===== src/rtl/gpio_bank_pkg.sv =====
package gpio_bank_pkg;
  localparam int DATA_W = 32;
  localparam int ADDR_W = 3;

  typedef enum logic [ADDR_W-1:0] {
    REG_LEVEL = 3'd0,
    REG_DIR   = 3'd1,
    REG_SET   = 3'd2,
    REG_CLR   = 3'd3,
    REG_RISE  = 3'd4,
    REG_FALL  = 3'd5,
    REG_EVENT = 3'd6
  } reg_sel_e;
endpackage


===== src/rtl/gpio_pin_sync.sv =====
module gpio_pin_sync (
  input  logic clk,
  input  logic rst_n,
  input  logic pin_async,
  output logic level,
  output logic rise,
  output logic fall
);
  logic meta_q, sync_q, prev_q;

  always_ff @(posedge clk or negedge rst_n) begin
    if (!rst_n) begin
      meta_q <= 1'b0;
      sync_q <= 1'b0;
      prev_q <= 1'b0;
    end else begin
      meta_q <= pin_async;
      sync_q <= meta_q;
      prev_q <= sync_q;
    end
  end

  assign level = sync_q;
  assign rise  = sync_q & ~prev_q;
  assign fall  = ~sync_q & prev_q;
endmodule


===== src/rtl/gpio_ctrl_regs.sv =====
module gpio_ctrl_regs
  import gpio_bank_pkg::*;
#(
  parameter int NUM_PINS = 32
) (
  input  logic              clk,
  input  logic              rst_n,
  input  logic              wr_en,
  input  logic [ADDR_W-1:0] wr_addr,
  input  logic [DATA_W-1:0] wr_data,
  input  logic [DATA_W-1:0] pin_mask,
  output logic [DATA_W-1:0] dir_q,
  output logic [DATA_W-1:0] out_q,
  output logic [DATA_W-1:0] rise_en_q,
  output logic [DATA_W-1:0] fall_en_q
);
  logic [DATA_W-1:0] dir_d, out_d, rise_en_d, fall_en_d;
  logic [DATA_W-1:0] wr_bits;
  logic              dir_ce, out_ce, rise_ce, fall_ce;

  assign wr_bits = wr_data & pin_mask;

  always_comb begin
    dir_ce  = wr_en && (wr_addr == REG_DIR);
    rise_ce = wr_en && (wr_addr == REG_RISE);
    fall_ce = wr_en && (wr_addr == REG_FALL);
    out_ce  = wr_en && ((wr_addr == REG_SET) || (wr_addr == REG_CLR));
    dir_d     = wr_bits;
    rise_en_d = wr_bits;
    fall_en_d = wr_bits;
    if (wr_addr == REG_SET) out_d = out_q | wr_bits;
    else                    out_d = out_q & ~wr_bits;
  end

  always_ff @(posedge clk or negedge rst_n) begin
    if (!rst_n) begin
      dir_q     <= '0;
      out_q     <= '0;
      rise_en_q <= '0;
      fall_en_q <= '0;
    end else begin
      if (dir_ce)  dir_q     <= dir_d;
      if (out_ce)  out_q     <= out_d;
      if (rise_ce) rise_en_q <= rise_en_d;
      if (fall_ce) fall_en_q <= fall_en_d;
    end
  end
endmodule


===== src/rtl/gpio_event_latch.sv =====
module gpio_event_latch
  import gpio_bank_pkg::*;
(
  input  logic              clk,
  input  logic              rst_n,
  input  logic [DATA_W-1:0] det,
  input  logic [DATA_W-1:0] clr,
  input  logic [DATA_W-1:0] pin_mask,
  output logic [DATA_W-1:0] evt_q,
  output logic              irq
);
  logic [DATA_W-1:0] evt_d;
  logic              irq_d;

  always_comb begin
    evt_d = ((evt_q & ~clr) | det) & pin_mask;
    irq_d = |evt_q;
  end

  always_ff @(posedge clk or negedge rst_n) begin
    if (!rst_n) begin
      evt_q <= '0;
      irq   <= 1'b0;
    end else begin
      evt_q <= evt_d;
      irq   <= irq_d;
    end
  end
endmodule


===== src/rtl/gpio_edge_bank.sv =====
module gpio_edge_bank
  import gpio_bank_pkg::*;
#(
  parameter int NUM_PINS = 32
) (
  input  logic        clk,
  input  logic        rst_n,
  input  logic        bus_sel,
  input  logic        bus_we,
  input  logic [2:0]  bus_addr,
  input  logic [31:0] bus_wdata,
  output logic [31:0] bus_rdata,
  input  logic [31:0] pin_in,
  output logic [31:0] pin_out,
  output logic [31:0] pin_oe,
  output logic        irq
);
  localparam logic [DATA_W:0]   MASK_WIDE = (DATA_W+1)'(({{DATA_W{1'b0}}, 1'b1} << NUM_PINS) - 1);
  localparam logic [DATA_W-1:0] PIN_MASK  = MASK_WIDE[DATA_W-1:0];

  logic              rst_meta_n, rst_sync_n;
  logic [DATA_W-1:0] level_vec, rise_vec, fall_vec, det, clr;
  logic [DATA_W-1:0] dir_q, out_q, rise_en_q, fall_en_q, evt_q;
  logic              wr_en;

  always_ff @(posedge clk or negedge rst_n) begin
    if (!rst_n) begin
      rst_meta_n <= 1'b0;
      rst_sync_n <= 1'b0;
    end else begin
      rst_meta_n <= 1'b1;
      rst_sync_n <= rst_meta_n;
    end
  end

  for (genvar i = 0; i < DATA_W; i++) begin : g_pin
    if (i < NUM_PINS) begin : g_live
      gpio_pin_sync u_sync (
        .clk       (clk),
        .rst_n     (rst_sync_n),
        .pin_async (pin_in[i]),
        .level     (level_vec[i]),
        .rise      (rise_vec[i]),
        .fall      (fall_vec[i])
      );
    end else begin : g_absent
      assign level_vec[i] = 1'b0;
      assign rise_vec[i]  = 1'b0;
      assign fall_vec[i]  = 1'b0;
    end
  end

  assign wr_en = bus_sel && bus_we;

  gpio_ctrl_regs #(.NUM_PINS(NUM_PINS)) u_regs (
    .clk       (clk),
    .rst_n     (rst_sync_n),
    .wr_en     (wr_en),
    .wr_addr   (bus_addr),
    .wr_data   (bus_wdata),
    .pin_mask  (PIN_MASK),
    .dir_q     (dir_q),
    .out_q     (out_q),
    .rise_en_q (rise_en_q),
    .fall_en_q (fall_en_q)
  );

  always_comb begin
    det = (rise_vec & rise_en_q) | (fall_vec & fall_en_q);
    clr = (wr_en && (bus_addr == REG_EVENT)) ? bus_wdata : '0;
  end

  gpio_event_latch u_evt (
    .clk      (clk),
    .rst_n    (rst_sync_n),
    .det      (det),
    .clr      (clr),
    .pin_mask (PIN_MASK),
    .evt_q    (evt_q),
    .irq      (irq)
  );

  always_comb begin
    bus_rdata = '0;
    if (bus_sel && !bus_we) begin
      case (bus_addr)
        REG_LEVEL: bus_rdata = level_vec;
        REG_DIR:   bus_rdata = dir_q;
        REG_RISE:  bus_rdata = rise_en_q;
        REG_FALL:  bus_rdata = fall_en_q;
        REG_EVENT: bus_rdata = evt_q;
        default:   bus_rdata = '0;
      endcase
    end
  end

  assign pin_out = out_q;
  assign pin_oe  = dir_q;
endmodule


===== config.mk =====
export PLATFORM = sky130hd
export DESIGN_NAME = gpio_edge_bank
export DESIGN_NICKNAME = d
export VERILOG_FILES = /design/src/rtl/gpio_bank_pkg.sv /design/src/rtl/gpio_pin_sync.sv /design/src/rtl/gpio_ctrl_regs.sv /design/src/rtl/gpio_event_latch.sv /design/src/rtl/gpio_edge_bank.sv
export SDC_FILE = /design/constraint.sdc
export NUM_CORES = 1
export LEC_CHECK = 0
export BUFFER_PORTS_ARGS = -buffer_cell sky130_fd_sc_hd__buf_2
export CORE_MARGIN = 3
export CORE_UTILIZATION = 56
export DETAILED_ROUTE_END_ITERATION = 8
export PLACE_DENSITY = 0.9
export SYNTH_ARGS = -nofsm -noshare
export SYNTH_HDL_FRONTEND = slang
export SYNTH_SLANG_ARGS = --single-unit

===== constraint.sdc =====
create_clock -name clk -period 9.65 [get_ports clk]
set_clock_uncertainty 0.15 [all_clocks]
set_input_delay 2.4125 -clock clk [delete_from_list [all_inputs] [get_ports clk]]
set_output_delay 2.4125 -clock clk [all_outputs]
set_load 0.02 [all_outputs]

# [Yosys cells after proc, flatten, opt, wreduce, memory -nomap -nowiden]
# Cells that the tools add are included.
[op_classes] n_eq_ne=6 n_mux=4 bitwise_logic=137 n_reduce_logical=11
[op_table] cell="$pmux W32 S5" count=1
[op_table] cell="$and A32 B32 Y32" count=4
[op_table] cell="$mux W32" count=3
[op_table] cell="$or A32 B32 Y32" count=3
[op_table] cell="$and A1 B1 Y1" count=64
[op_table] cell="$not A1 Y1" count=64
[op_table] cell="$not A32 Y32" count=2
[op_table] cell="$reduce_or A32 Y1" count=1
[op_table] cell="$eq A3 B3 Y1 const B" count=3
[op_table] cell="$logic_and A1 B1 Y1" count=7
[op_table] cell="$eq A3 B2 Y1 const B" count=2
[op_table] cell="$eq A3 B1 Y1 const B" count=1
[op_table] cell="$logic_not A3 Y1" count=1
[op_table] cell="$logic_not A1 Y1" count=1
[op_table] cell="$logic_or A1 B1 Y1" count=1
[word_totals] ff_bits=259

# [Depth between registers and ports, before layout]
# Gate-level depths: netlist of run 1.
[logic_depth] depth_word=6 mapped_depth=6 ltp_nobuf=3

# [Modules after synthesis]
# Synthesis of run 1 repeated with hierarchy kept, for this count alone.
[hier_totals] hier_cells=950 hier_area_um2=10787.8
[modules_own_cells] module="gpio_ctrl_regs" instances=1 cells_per_inst=450 area_each_um2=4808.4 seq_area_each_um2=3203.1
[modules_own_cells] module="gpio_pin_sync" instances=32 cells_per_inst=5 area_each_um2=90.1 seq_area_each_um2=75.1
[modules_own_cells] module="gpio_edge_bank" instances=1 cells_per_inst=232 area_each_um2=1755.4 seq_area_each_um2=50.0
[modules_own_cells] module="gpio_event_latch" instances=1 cells_per_inst=108 area_each_um2=1341.3 seq_area_each_um2=825.8

# [Least setup slack after synthesis of run 1]
# OpenSTA, ideal clock, no wires.
[synth_timing] path_kind="in2out" start="in bus_addr[1]" end="out bus_rdata[0]" arrival_time_ns=3.598 path_slack_ns=3.490 path_stages=6 path_buffers=3 path_cell_list="buf_2 > and3b_1 > buf_2 > clkbuf_1 > a2bb2oi_1 > a21oi_1"
[synth_between] elab_chain_len=3 word_cells_on_any_way=7 cone_classes="eq/ne: 4; mux: 2; reduce/logical: 1"
[synth_lines] item="start: declaration" line_no="gpio_edge_bank.sv:10" source="input logic [2:0] bus_addr,"
[synth_lines] item="$eq A3 B3 Y1, or another cell as far along" line_no="gpio_edge_bank.sv:86" source="case (bus_addr)"
[synth_lines] item="$pmux W32 S5 *" line_no="gpio_edge_bank.sv:86"
[synth_lines] item="$mux W32 *" line_no="gpio_edge_bank.sv:85" source="if (bus_sel && !bus_we) begin"
[synth_lines] item="end: declaration" line_no="gpio_edge_bank.sv:12" source="output logic [31:0] bus_rdata,"
# Every way passes the cells marked *; elsewhere a longest branch is shown, timed or not.

# [Final worst setup path of run 1]
[layout_timing] start="in bus_addr[0]" end="out bus_rdata[30]"
# Same word-level chain as after synthesis.

==> results of run 1 <==
[worst paths after layout]
kind / to / slack (ps)
worst max-delay path: bus_rdata[30] / 2380
worst min-delay path: u_regs.fall_en_q[2] / 130
worst max register to register: u_regs.fall_en_q[19] / 7080
worst min register to register: u_regs.fall_en_q[2] / 130
max in group asynchronous: u_regs.fall_en_q[19] / 7080
min in group clk: g_pin[4].g_live.u_sync.level / 200
[per-layer routing]
metal | vias to the layer above | GRT usage | routed length, µm
li1 | 3212 | - | -
met1 | 3742 | 0.342 | 10500
met2 | 310 | 0.424 | 12800
met3 | 64 | 0.0368 | 1660
met4 | 0 | 0.0940 | 775
met5 | - | 0 | 0
[logic make-up (layout without fill, tap and decap cells)]
kind of cell / after synthesis / in the layout / synth area share
AND/OR/NAND/NOR: 150 / 150 / 0.0792
AO/OA/AOI/OAI: 158 / 158 / 0.103
other: 1 / 1 / 0.000358
flip-flops: 259 / 259 / 0.619
buffers and inverters: 79 / 257 / 0.0330
multiplexers: 161 / 161 / 0.165
[final cells by class]
| cell class | count | area [µm²] |
|---|---|---|
| Inverter | 33 | 124 |
| Multi-Input combinational cell | 470 | 3670 |
| Clock inverter | 9 | 101 |
| Sequential cell | 259 | 6480 |
| Timing Repair Buffer | 178 | 918 |
| Tap cell | 229 | 287 |
| Fill cell | 1272 | 5780 |
| Clock buffer | 37 | 783 |
[cell usage after synthesis]
| cell type | instances |
|---|---|
| nand4_1 | 2 |
| nor3b_2 | 2 |
| mux2_1 | 9 |
| and4b_1 | 1 |
| clkbuf_1 | 17 |
| nand2_1 | 60 |
| a21oi_1 | 32 |
| buf_2 | 21 |
| nand2b_4 | 1 |
| buf_1 | 2 |
| o21ai_0 | 30 |
| nand4b_2 | 1 |
| dfrtp_1 | 259 |
| a31oi_1 | 1 |
| and2_1 | 2 |
| conb_1 | 1 |
| a2bb2oi_1 | 30 |
| nand3_1 | 32 |
| or2_2 | 1 |
| nor3_1 | 1 |
| a22oi_1 | 31 |
| inv_1 | 33 |
| mux2_2 | 87 |
| nor4_1 | 8 |
| a21o_1 | 28 |
| and3b_1 | 6 |
| a211o_1 | 2 |
| mux2i_1 | 65 |
| a221o_1 | 4 |
| nand3b_1 | 28 |
| buf_4 | 6 |
| nor2b_1 | 4 |
| nand2b_1 | 1 |
[power by group]
| part | leakage, nW | switching, mW | total, mW | internal, mW |
|---|---|---|---|---|
| combinational | 2.40 | 0.255 | 0.459 | 0.205 |
| sequential | 2.97 | 0.122 | 1.37 | 1.25 |
| clock | 0.439 | 0.409 | 1.02 | 0.616 |
[cell usage in the layout (no fill, tap or decap), types with 7 or more instances in the layout]
cell / count
clkbuf_8: 7
a2bb2oi_1: 30
buf_2: 167
nand2_1: 60
o21ai_0: 30
a21oi_1: 32
a21o_1: 28
mux2_2: 87
clkbuf_16: 27
nand3b_1: 28
inv_1: 33
mux2i_1: 65
mux2_1: 9
nor4_1: 8
buf_4: 11
dfrtp_1: 258
a22oi_1: 31
nand3_1: 32
[through the flow]
stage	hold slack [ps]	total power [mW]
2_1_floorplan	181	1.67
3_3_place_gp	143	1.82
3_5_place_dp	142	1.84
4_1_cts	148	2.87
5_1_grt	175	2.98
6_report	125	2.85
==> summary.txt, run 1 <==
Clock network
  • Clk root buf: clkbuf_16
  • Clk slew on worst S/H paths: 60 ps
  • Clock sink count: 259
  • H-Tree Depth: 1
  • Post-CTS resize count: 0
  • Post-CTS setup buffers: 0
  • CTS Buf Count: 26
  • CTS max path bufs: 3
  • Hold_buf cts: 0
  • Worst-Skew Late Latency: 520 ps
  • CTS tree: yes

Floorplan
  • Die Ht: 143 µm
  • Initial core utilization: 0.577
  • Ports: 168
  • Die Area: 20400 µm²
  • CORE AREA: 18100 µm²
  • Die X: 143 µm
  • Core Rows: 49

Finish
  • Finished Core Util: 0.681
  • Cell Count, Final, Fillers Out: 1215
  • Diode count: 0
  • Area grow syn2layout: 18.1%
  • Share of layout cells above drive strength 1: 0.324
  • Final net count: 1039
  • Design area: 12400 µm²

Detailed routing
  • Detail Route Antenna Nets: 0
  • # DRC: 0
  • DR vias/cell: 6.03
  • WL/cell: 21.1 µm
  • Initial DRT Pass Iterations: 5
  • Drt first-iter violations: 481
  • Via count: 7328
  • Total Wirelength: 25700 µm

Place
  • Input/output buffers: 167
  • Pre-CTS WS: 2380 ps
  • Placed Instances: 1169
  • Area after DPL: 11500 µm²
  • Dpl hpwl: 16000 µm
  • GPL Wtd Cong: 0.800

Timing
  • Worst slew pin tran: 1040 ps
  • RSZ-0062 raised after global routing: no
  • Post-route setup TNS: 0 ps
  • Min Tclk post-route: 7270 ps
  • Max Slew Vio Count: 0
  • Fin worst setup slack: 2380 ps
  • Max Fclk: 0.137 GHz
  • Crit share post-route: 0.754
  • Slew headroom: 0.306
  • Setup violators final: 0
  • Final Hold Fails: 0

Yosys
  • Synth Register Bits: 259
  • Mapped Cells: 808
  • Netlist cell types: 33
  • Syn nets: 879
  • Ys Warns: 0
  • Mean Syn Cell Area: 13.0 µm²
  • Area leader, netlist: dfrtp_1
  • Post-synthesis sequential area ratio: 0.619
  • Mapped Area: 10500 µm²
  • Synth top area cells: dfrtp_1 (62%), mux2_2 (9.4%), mux2i_1 (6.2%)
  • Synth top area share: 0.619

Global routing
  • Vias in the first global route: 7673
  • Gr ovfl total: 0
  • Antenna violations before repair: 0
  • Total track usage: 0.254
  • First-pass GRT wire length: 41100 µm
  • Largest net degree at the start of global routing: 82

Critical path
  • Worst EP arrival: 4710 ps
  • Critical-path cell list: buf_2, nand2b_1, a211o_1, buf_4, and3b_1, buf_2
  • Crit path capture type: output pin
  • Worst-path fanout max: 42
  • Worst path required time: 7090 ps
  • R2R cell count: 2
  • Crit Path Class: input port to output pin
  • Setup crit start: bus_addr[0]
  • Setup crit start kind: input port
  • Crit path top cell by count: buf_2
  • Critical-path top delay cell: buf_2
  • Worst path max stage delay: 770 ps
  • Critical path's top delay family: buffers and inverters
  • WP depth: 6
  • Crit path buffers/inverters: 3
  • Worst reg2reg path startpoint: rst_sync_n

Worst hold path
  • Tightest Hold Check Type: register to asynchronous set/reset pin

Status
  • Outcome: finished clean

Job
  • Total of max-cap violations: 0

Power and ir drop
  • Pleak: 5.81 nW
  • PwrDens: 231 nW/µm²
  • Peak supply drop: 0.159 mV
Power figures use the tool's default switching activity.
==> run 2: changes to the inputs <==
Clock period 9.65 ns to 6.8 ns, I/O delays scaled along.
==> summary.txt, run 2 (synthesis gave the netlist of run 1 again) <==
Critical path
  • Crit path capture type: output pin
  • Critical-path cell list: buf_2, nor3_2, buf_4, a22oi_1, a21oi_1, buf_2
  • Critical path's top delay family: buffers and inverters
  • Crit path buffers/inverters: 3 (unchanged)
  • Crit Path Class: input port to output pin
  • Worst path required time: 4950 ps (-2140 ps)
  • Worst path max stage delay: 710 ps (-60 ps)
  • Flop-to-flop setup slack: 5050 ps (-2030 ps)
  • Worst-path fanout max: 26 (-38%)
  • Worst reg2reg path startpoint: rst_sync_n
  • RR Endpoint: u_evt.irq
  • Critical-path top delay cell: nor3_2
  • Setup crit start kind: input port
  • Crit path top cell by count: buf_2
  • R2R cell count: 1 (-1)
  • Worst EP arrival: 3710 ps (-1000 ps)

Clock network
  • Post-CTS setup buffers: 0 (unchanged)
  • H-Tree Depth: 1 (unchanged)
  • Post-CTS resize count: 0 (unchanged)
  • Hold_buf cts: 0 (unchanged)
  • CTS max path bufs: 3 (unchanged)
  • Clk slew on worst S/H paths: 60 ps (about the same)
  • Worst-Skew Late Latency: 520 ps (about the same)
  • Clk root buf: clkbuf_16
  • CTS tree: yes
  • Clock sink count: 259 (unchanged)
  • CTS Buf Count: 26 (unchanged)

Finish
  • Diode count: 0 (unchanged)
  • Final net count: 1040 (+0.096%)
  • Area grow syn2layout: 18.4%
  • Commonest non-fill, non-tap cell in the layout: dfrtp_1
  • Most frequent cells in the layout: dfrtp_1 (258), buf_2 (167), mux2_2 (87)
  • Share of layout cells above drive strength 1: 0.324 (unchanged)

Global routing
  • Gr ovfl total: 0 (unchanged)
  • Total track usage: 0.254 (+0.000437)
  • Vias in the first global route: 7575 (-1.3%)
  • Antenna violations before repair: 0 (unchanged)
  • Largest net degree at the start of global routing: 149 (+82%)
  • First-pass GRT wire length: 40900 µm (-0.49%)

Detailed routing
  • Drt first-iter violations: 399 (-17%)
  • DR vias/cell: 5.99 (-0.66%)
  • WL/cell: 21.0 µm (-0.78%)
  • Initial DRT Pass Iterations: 5 (unchanged)
  • Total Wirelength: 25500 µm (-0.78%)
  • # DRC: 0 (unchanged)
  • Via count: 7280 (-0.66%)
  • Detail Route Antenna Nets: 0 (unchanged)

Worst hold path
  • Tightest Hold Check Type: register to asynchronous set/reset pin

Power and ir drop
  • Peak supply drop: 0.251 mV (+57%)
  • PwrDens: 330 nW/µm² (+43%)
  • Pleak: 5.82 nW (+0.22%)

Timing
  • Post-route setup TNS: 0 ps (unchanged)
  • Worst slew pin tran: 1060 ps (+25.0 ps)
  • Final Hold Fails: 0 (unchanged)
  • RSZ-0062 raised after global routing: no
  • Min Tclk post-route: 5560 ps
  • Slew headroom: 0.290 (-0.0159)
  • Max Slew Vio Count: 0 (unchanged)
  • Final hold slack: 117 ps (-7.92 ps)
  • Crit share post-route: 0.818
  • Max Fclk: 0.180 GHz
  • Setup violators final: 0 (unchanged)

Floorplan
  • Die Area: 20400 µm² (unchanged)
  • Initial core utilization: 0.577 (unchanged)
  • Die X: 143 µm (unchanged)
  • Ports: 168 (unchanged)
  • Core Rows: 49 (unchanged)
  • CORE AREA: 18100 µm² (unchanged)
  • Die Ht: 143 µm (unchanged)

Place
  • Dpl hpwl: 16400 µm (+2.3%)
  • Input/output buffers: 167 (unchanged)
  • GPL Wtd Cong: 0.817 (+2.1%)

Job
  • Total of max-cap violations: 0 (unchanged)

Status
  • Outcome: finished clean
==> run 2: changes by cell type in the layout (fill, tap and decap cells not counted), sizes merged <==
cell and change:
bufinv +2, clkinvlp +1, clkinv -1, clkbuf -3, buf +1
==> run 2: area by class of cell <==
type / count / area (µm²)
Inverter: 33 / 124
Sequential cell: 259 / 6480
Timing Repair Buffer: 179 / 938
Tap cell: 229 / 287
Multi-Input combinational cell: 470 / 3670
Clock inverter: 11 / 160
Fill cell: 1282 / 5740
Clock buffer: 34 / 742
==> run 2: through the flow <==
stage | instance area [µm²] | instances | power (mW) | utilization | worst slack [ps]
6_report | 12400 | 1215 | 4.09 | 0.683 | 1240
5_1_grt | 12400 | 1215 | 4.26 | 0.683 | 1100
4_1_cts | 12400 | 1215 | 4.11 | 0.683 | 1240
3_5_place_dp | 11500 | 1170 | 2.63 | 0.634 | 1250
3_3_place_gp | 11500 | 1170 | 2.58 | 0.634 | 1340
2_1_floorplan | 10500 | 808 | 2.36 | - | 2060
==> run 2: where the power goes <==
| group | switching (mW) | internal (mW) | total, mW |
|---|---|---|---|
| sequential | 0.177 | 1.77 | 1.95 |
| combinational | 0.364 | 0.291 | 0.656 |
| clock | 0.571 | 0.915 | 1.49 |
==> run 2: metal layers <==
layer	wire length, µm	share of wire	global-route usage
met1	10600	0.41	0.346
met2	12800	0.50	0.424
met3	1570	0.061	0.0459
met4	588	0.023	0.0745
met5	0	0	0
==> run 2: worst max-delay path by stage <==
stage,slack (ps),cells past startpoint,start,to
detailed placement,1250,6,bus_addr[0],bus_rdata[31]
finish,1240,6,bus_addr[0],bus_rdata[27]
global route,1100,6,bus_addr[0],bus_rdata[31]
global placement,1340,6,bus_addr[0],bus_rdata[23]
CTS,1240,6,bus_addr[0],bus_rdata[27]
floorplan,2060,6,bus_addr[1],bus_rdata[0]
==> run 3: changes to the inputs <==
Clock period 6.8 ns to 5.7 ns, I/O delays scaled along.
==> summary.txt, run 3 (synthesis gave the netlist of run 1 again) <==
Critical path
  • Worst path max stage delay: 450 ps (-260 ps)
  • Crit path top cell by count: buf_2
  • Critical-path cell list: buf_2, and3b_2, buf_4, a2bb2oi_1, a21oi_1, buf_2
  • Critical path's top delay family: buffers and inverters
  • Flop-to-flop setup slack: 3840 ps (-1210 ps)
  • Worst path required time: 4120 ps (-830 ps)
  • WP depth: 6 (unchanged)
  • Crit path buffers/inverters: 3 (unchanged)
  • Critical Path Sink: bus_rdata[19]
  • Setup crit start: bus_addr[0]
  • Worst reg2reg path startpoint: rst_sync_n
  • Crit Path Class: input port to output pin
  • Crit path capture type: output pin
  • Critical-path top delay cell: and3b_2
  • RR Endpoint: g_pin[16].g_live.u_sync.meta_q
  • R2R cell count: 1 (unchanged)
  • Worst EP arrival: 3230 ps (-480 ps)
  • Setup crit start kind: input port
  • Worst-path fanout max: 31 (+19%)

Finish
  • Commonest non-fill, non-tap cell in the layout: dfrtp_1
  • Area grow syn2layout: 18.4% (about the same)
  • Finished Core Util: 0.683 (about the same)
  • Most frequent cells in the layout: dfrtp_1 (258), buf_2 (167), mux2_2 (87)
  • Cell Count, Final, Fillers Out: 1220 (+0.41%)
  • Share of layout cells above drive strength 1: 0.324 (+0.000386)
  • Final net count: 1044 (+0.38%)
  • Design area: 12400 µm² (about the same)
  • Diode count: 0 (unchanged)

Floorplan
  • Die Ht: 143 µm (unchanged)
  • Die X: 143 µm (unchanged)
  • Ports: 168 (unchanged)
  • Die Area: 20400 µm² (unchanged)
  • Core Rows: 49 (unchanged)
  • CORE AREA: 18100 µm² (unchanged)
  • Initial core utilization: 0.577 (unchanged)

Timing
  • Worst slew pin tran: 993 ps (-71.1 ps)
  • Final Hold Fails: 0 (unchanged)
  • Min Tclk post-route: 4810 ps
  • Post-route setup TNS: 0 ps (unchanged)
  • Final hold slack: 162 ps (+44.6 ps)
  • Crit share post-route: 0.843
  • RSZ-0062 raised after global routing: no
  • Max Slew Vio Count: 0 (unchanged)
  • Fin worst setup slack: 894 ps (-342 ps)
  • Max Fclk: 0.208 GHz
  • Setup violators final: 0 (unchanged)
  • Slew headroom: 0.338 (+0.0474)

Global routing
  • Vias in the first global route: 7545 (-0.40%)
  • First-pass GRT wire length: 40800 µm (-0.32%)
  • Gr ovfl total: 0 (unchanged)
  • Largest net degree at the start of global routing: 140 (-6.0%)
  • Antenna violations before repair: 0 (unchanged)
  • Total track usage: 0.252 (-0.00233)

Power and ir drop
  • PwrDens: 388 nW/µm² (+18%)
  • Pleak: 5.83 nW (+0.17%)
  • Peak supply drop: 0.250 mV (-0.50%)
  • Tot Pwr: 4.81 mW (+18%)

Place
  • Area after DPL: 11500 µm² (+0.26%)
  • Dpl hpwl: 16100 µm (-1.4%)
  • Placed Instances: 1174 (+0.34%)
  • Pre-CTS WS: 918 ps (-334 ps)
  • GPL Wtd Cong: 0.813 (-0.38%)
  • Input/output buffers: 167 (unchanged)

Clock network
  • CTS tree: yes
  • Hold_buf cts: 0 (unchanged)
  • CTS Buf Count: 26 (unchanged)
  • Clk root buf: clkbuf_16
  • Post-CTS resize count: 0 (unchanged)
  • Worst-Skew Late Latency: 510 ps (about the same)
  • CTS max path bufs: 3 (unchanged)
  • Clk slew on worst S/H paths: 60 ps (about the same)
  • Post-CTS setup buffers: 0 (unchanged)
  • Clock sink count: 259 (unchanged)
  • H-Tree Depth: 1 (unchanged)

Detailed routing
  • DR vias/cell: 5.98 (-0.15%)
  • Detail Route Antenna Nets: 0 (unchanged)
  • # DRC: 0 (unchanged)
  • Drt first-iter violations: 585 (+47%)
  • Via count: 7299 (+0.26%)
  • WL/cell: 20.8 µm (-0.58%)
  • Initial DRT Pass Iterations: 5 (unchanged)
  • Total Wirelength: 25400 µm (-0.17%)

Job
  • Total of max-cap violations: 0 (unchanged)

Status
  • Outcome: finished clean

Worst hold path
  • Tightest Hold Check Type: register to asynchronous set/reset pin
run 3: cell count changes in the layout (fill, tap and decap cells not counted):
cell	previous run	this run
buf_4	11	15
clkbuf_1	3	6
bufinv_16	4	2
clkbuf_8	4	6
clkinvlp_4	2	0
run 3: per-layer routing:
| metal | vias up | global-route usage | share of wire |
|---|---|---|---|
| li1 | 3224 | - | - |
| met1 | 3712 | 0.341 | 0.40 |
| met2 | 307 | 0.424 | 0.50 |
| met3 | 56 | 0.0449 | 0.067 |
| met4 | 0 | 0.0700 | 0.026 |
| met5 | - | 0 | 0 |
run 3: worst min-delay path by stage:
stage / startpoint / endpoint / slack, ps / depth (start not counted)
floorplan: rst_meta_n / rst_sync_n / 180 / 0
global placement: rst_sync_n / g_pin[2].g_live.u_sync.meta_q / 180 / 0
detailed placement: rst_sync_n / g_pin[2].g_live.u_sync.meta_q / 180 / 0
CTS: rst_sync_n / g_pin[2].g_live.u_sync.meta_q / 190 / 0
global route: g_pin[2].g_live.u_sync.meta_q / g_pin[2].g_live.u_sync.level / 200 / 0
finish: rst_sync_n / g_pin[2].g_live.u_sync.meta_q / 160 / 0
run 3: cell type report:
type / count / area (µm²)
fill: 1286 / 5750
clock buffer: 39 / 781
tap: 229 / 287
inverter: 33 / 124
timing repair buffer: 183 / 968
sequential: 259 / 6480
multi-input combinational: 470 / 3670
clock inverter: 7 / 85.1
run 3: report_power, final:
group          internal (mW)  switching (mW)  total, mW  leakage, nW
Clock                   1.03           0.679       1.71        0.431
Combinational          0.349           0.429      0.777         2.43
Sequential              2.11           0.210       2.32         2.97
